===== config.mk =====
export PLATFORM = sky130hd
export DESIGN_NAME = shiftadd_onehot_ctl
export DESIGN_NICKNAME = d
export VERILOG_FILES = /design/src/rtl/shiftadd_ctl_pkg.sv /design/src/rtl/ohc_state_ff.sv /design/src/rtl/ohc_demux2.sv /design/src/rtl/ohc_join.sv /design/src/rtl/shiftadd_onehot_ctl.sv
export SDC_FILE = /design/constraint.sdc
export NUM_CORES = 1
export LEC_CHECK = 0
export BUFFER_PORTS_ARGS = -buffer_cell sky130_fd_sc_hd__buf_2
export CORE_AREA = 3 3 40 42
export CTS_CLUSTER_DIAMETER = 200
export DETAILED_ROUTE_END_ITERATION = 16
export DIE_AREA = 0 0 43 45
export PLACE_DENSITY_LB_ADDON = 0.25
export RECOVER_POWER = 25
export SETUP_SLACK_MARGIN = 0.02
export SLEW_MARGIN = 20
export SYNTH_ARGS = -nofsm -noshare
export SYNTH_HDL_FRONTEND = slang
export SYNTH_SLANG_ARGS = --single-unit

===== constraint.sdc =====
create_clock -name clk -period 1.11 [get_ports clk]
set_clock_uncertainty 0.2 [all_clocks]
set_input_delay 0 -clock clk [delete_from_list [all_inputs] [get_ports clk]]
set_output_delay 0 -clock clk [all_outputs]
set_load 0.1 [all_outputs]

===== src/rtl/shiftadd_ctl_pkg.sv =====
package shiftadd_ctl_pkg;
  localparam int NUM_STATES = 3;

  typedef enum int {
    ST_IDLE  = 0,
    ST_ADD   = 1,
    ST_SHIFT = 2
  } st_idx_e;

  typedef struct packed {
    logic init;
    logic add_en;
    logic carry_clr;
    logic shift;
  } ctl_t;
endpackage


===== src/rtl/ohc_state_ff.sv =====
module ohc_state_ff #(
  parameter logic RST_VAL = 1'b0
) (
  input  logic clk,
  input  logic rst_n,
  input  logic d,
  output logic q
);
  always_ff @(posedge clk or negedge rst_n) begin
    if (!rst_n) q <= RST_VAL;
    else        q <= d;
  end
endmodule


===== src/rtl/ohc_demux2.sv =====
module ohc_demux2 (
  input  logic       en,
  input  logic       sel,
  output logic [1:0] exits
);
  always_comb begin
    exits[0] = en & ~sel;
    exits[1] = en &  sel;
  end
endmodule


===== src/rtl/ohc_join.sv =====
module ohc_join #(
  parameter int N = 2
) (
  input  logic [N-1:0] paths,
  output logic         merged
);
  assign merged = |paths;
endmodule


===== src/rtl/shiftadd_onehot_ctl.sv =====
module shiftadd_onehot_ctl
  import shiftadd_ctl_pkg::*;
(
  input  logic clk,
  input  logic rst_n,
  input  logic go_i,
  input  logic cnt_zero_i,
  input  logic mplier_lsb_i,
  output logic init_o,
  output logic add_en_o,
  output logic carry_clr_o,
  output logic shift_o,
  output logic st_idle_o,
  output logic st_add_o,
  output logic st_shift_o
);
  localparam int IDX_IDLE  = int'(ST_IDLE);
  localparam int IDX_ADD   = int'(ST_ADD);
  localparam int IDX_SHIFT = int'(ST_SHIFT);

  logic [NUM_STATES-1:0] st_q;
  logic [NUM_STATES-1:0] st_d;
  logic [1:0]            idle_exits;  // [0] stay, [1] start
  logic [1:0]            shift_exits; // [0] next bit, [1] done
  logic [1:0]            lsb_exits;   // [1] add strobe
  logic                  lsb_skip;
  ctl_t                  ctl;

  // Decision in the waiting state on the start request
  ohc_demux2 u_dec_go (
    .en   (st_q[IDX_IDLE]),
    .sel  (go_i),
    .exits(idle_exits)
  );

  // Decision in the shift state on the counter zero flag
  ohc_demux2 u_dec_zero (
    .en   (st_q[IDX_SHIFT]),
    .sel  (cnt_zero_i),
    .exits(shift_exits)
  );

  // Conditional strobe in the add state on the multiplier bit
  ohc_demux2 u_dec_lsb (
    .en   (st_q[IDX_ADD]),
    .sel  (mplier_lsb_i),
    .exits(lsb_exits)
  );
  assign lsb_skip = lsb_exits[0];

  // Junctions into each state
  ohc_join #(.N(2)) u_join_idle (
    .paths ({shift_exits[1], idle_exits[0]}),
    .merged(st_d[IDX_IDLE])
  );

  ohc_join #(.N(2)) u_join_add (
    .paths ({shift_exits[0], idle_exits[1]}),
    .merged(st_d[IDX_ADD])
  );

  ohc_join #(.N(1)) u_join_shift (
    .paths (st_q[IDX_ADD]),
    .merged(st_d[IDX_SHIFT])
  );

  // Junction for the carry clear strobe
  ohc_join #(.N(2)) u_join_cclr (
    .paths ({st_q[IDX_SHIFT], idle_exits[1]}),
    .merged(ctl.carry_clr)
  );

  // One flip-flop per state; only the waiting state resets to 1
  for (genvar i = 0; i < NUM_STATES; i++) begin : g_state
    ohc_state_ff #(.RST_VAL((i == IDX_IDLE) ? 1'b1 : 1'b0)) u_ff (
      .clk  (clk),
      .rst_n(rst_n),
      .d    (st_d[i]),
      .q    (st_q[i])
    );
  end

  always_comb begin
    ctl.init   = idle_exits[1];
    ctl.add_en = lsb_exits[1] & ~lsb_skip;
    ctl.shift  = st_q[IDX_SHIFT];
  end

  assign init_o      = ctl.init;
  assign add_en_o    = ctl.add_en;
  assign carry_clr_o = ctl.carry_clr;
  assign shift_o     = ctl.shift;
  assign st_idle_o   = st_q[IDX_IDLE];
  assign st_add_o    = st_q[IDX_ADD];
  assign st_shift_o  = st_q[IDX_SHIFT];
endmodule


==> impl_results.md <==
* Minimum clock period at roughly 1.4 ns
* Post-route cell area at 455.4 sq um
* Number of global-route vias before repair at 201
* Yosys reg bits at 3
* Pleak at 0.2034 nW
* Synth top area share at between 30% and 40%
* Avg Synthesized Cell Area at 9.721 sq um
* Starting density of the core at around 9.8%
* N_diodes at 0
* Final Worst Setup Slack at -0.2602 ns
* Syn Inst Count at 13
* DR iter-0 viols at 2
* Worst setup SP type: register
* CTS buffer count at 3
* TritonCTS clock tree: built
* # H-tree levels at 1
* Full die area at about 1900 sq um
* Largest registers: g_state.u_ff.q x3
* I/O pin cnt at 12
* Power Total at between 0.9 and 1 mW
* Sequential share of the synthesized area at 60.40%
* Fmax at approximately 730 MHz
* Wire per inst at between 8 and 9 um
* Total track usage at about 6.3%
* Synth warn at 0
* Max Slew Vio Count at 0
* Global-route wire length before repair at 786 um
* GP Congestion at 0.6752
* Post-route DRC at 0
* Dpl cell area at about 350 sq um
* Synthesized area at around 130 sq um
* Post-synth EDFFs at 0
* Post-synth top cells: inv_1, nand2_1, dfrtp_1
* Initial antenna violation count at 0
* Max reg flops at 3
* Post-Syn Nets at 18
* Nets at 43
* Max rail drop VDD at between 0.5 and 0.6 mV
* Die Span X at 43 um
* CTS Sinks at 3
* Longest Clk Path Bufs at 2
* Failing checks: setup timing
* Ys async rst share at 100.0%
* Crit. End Element: output port
* Max FO, Critical Path at 3
* Min-Delay Path Class: input pin to register
* Unrepaired setup endpoints after global routing: yes
* Remaining global-route overflow at 0
* Outcome: complete, but fails checks
* Fillers at 132
* Worst Max-Slew Pin Slew at 0.1319 ns
* DRT Pass-1 Iters at 2
* Cell type with the largest total area after synthesis: dfrtp_1
* Clk slew on worst S/H paths at about 0.04 ns
* Worst EP arrival at 1.17 ns
* Chip height at ~45 um
* Synthesis-to-layout area growth at 260.4%
* CP Class: register to output port
* Post-synth cell types at 8
* Largest Register: g_state.u_ff.q
* Part of the cycle the worst path needs at 123.4%
* Final setup violation count at 8
* Pin count of the biggest net entering global routing at 4
* Fin. Hold Viols at 0
* Via-per-instance ratio at 3.404
* Port bufs at 11
* Max-cap violations at 0
* Total core area at between 1000 and 1500 sq um
* CTS root buf: clkbuf_4
* Layout cells sized above 1 at between 70% and 80%
* Synth area leaders: dfrtp_1, dfstp_2, inv_1
* Worst relative slew slack at approximately 90%
* Routed vias at approximately 180
* CP required at 0.91 ns
* Row Count at 13
* Post-Route Utilization at roughly 35%
* Synth Flop Type: dfrtp_1
* Clock latency on the worst-skew pair at approximately 0.23 ns
* Power Dens Cells at 2021 nW/um^2
* Final ANT Viol Nets at 0
* Total Wirelength at approximately 460 um
[power by group]
group          leakage, nW  internal, mW  total, mW  switching, mW
Combinational        0.154         0.220      0.572          0.352
Sequential          0.0345         0.143      0.160         0.0172
Clock               0.0150         0.135      0.189         0.0547
Total                0.203         0.497      0.921          0.424
[worst paths after layout]
path / from / endpoint / slack, ns / depth (start not counted)
hold reg to reg: g_state[2].u_ff.q / g_state[0].u_ff.q / 0.37 / 2
hold / removal: go_i / g_state[1].u_ff.q / 0.04 / 5
setup reg to reg: g_state[0].u_ff.q / g_state[1].u_ff.q / -0.14 / 4
min in group asynchronous: rst_n / g_state[0].u_ff.q / 0.07 / 2
max in group asynchronous: rst_n / g_state[1].u_ff.q / 0.09 / 3
setup / recovery: g_state[0].u_ff.q / init_o / -0.26 / 3
[cells by family (layout without fill, tap and decap cells)]
group           count (synthesis)  in the layout  share of synthesized area, %
compound gates                  2              2                         10.89
buf+inv                         4             28                         14.85
flops                           3              3                         60.40
simple gates                    4              4                         13.86
[cell usage in the layout (no fill, tap or decap), drive strengths merged]
cell and n:
clkbuf 5, dlygate4sd3 4, dfrtp 2, dfstp 1, inv 2, o21ai 2
and2 1, buf 16, clkinvlp 1, nand2 3
[stage by stage]
step / setup slack (ns) / cells / TNS [ns] / hold WS, ns
floorplan: -0.3291 / 13 / -0.8846 / -0.4956
CTS: -0.2831 / 50 / -1.251 / -0.2438
detailed placement: -0.03600 / 40 / -0.06801 / -0.4035
global placement: -0.02710 / 40 / -0.05088 / -0.4030
finish: -0.2602 / 52 / -1.215 / 0.04225
global route: -0.2985 / 52 / -1.462 / 0.05565
[layout make-up]
class                      instances  area (sq um)  share of cell area, %
clock buffer                       4         26.28                  5.769
inverter                           3         15.01                  3.297
multi-input combinational          6         52.55                  11.54
sequential                         3         87.58                  19.23
tap                               15         18.77                  4.121
timing repair buffer              21         255.2                  56.04
[metal layers]
layer | global-route usage, % | vias up | routed length [um]
li1 | - | 85 | -
met1 | 5.097 | 80 | 145
met2 | 9.581 | 12 | 246
met3 | 4.382 | 0 | 72
met4 | 7.229 | 0 | 0
met5 | 0 | - | 0
[critical path, cell delays in order (launching register included)]
cell and delay [ns]:
dfstp_4 0.63, nand2_4 0.07, clkinvlp_4 0.08, buf_12 0.16
[what timing repair did]
item / 4_1_cts / 5_1_grt
resized for setup: 2 / 2
endpoints found under the hold margin: 5 / 1
setup buffers: 3 / 1
endpoints found under the setup margin: 7 / 9
pin swaps: 2 / 1
hold buffers: 3 / 1
No activity file was read; power rests on OpenSTA's default activity.
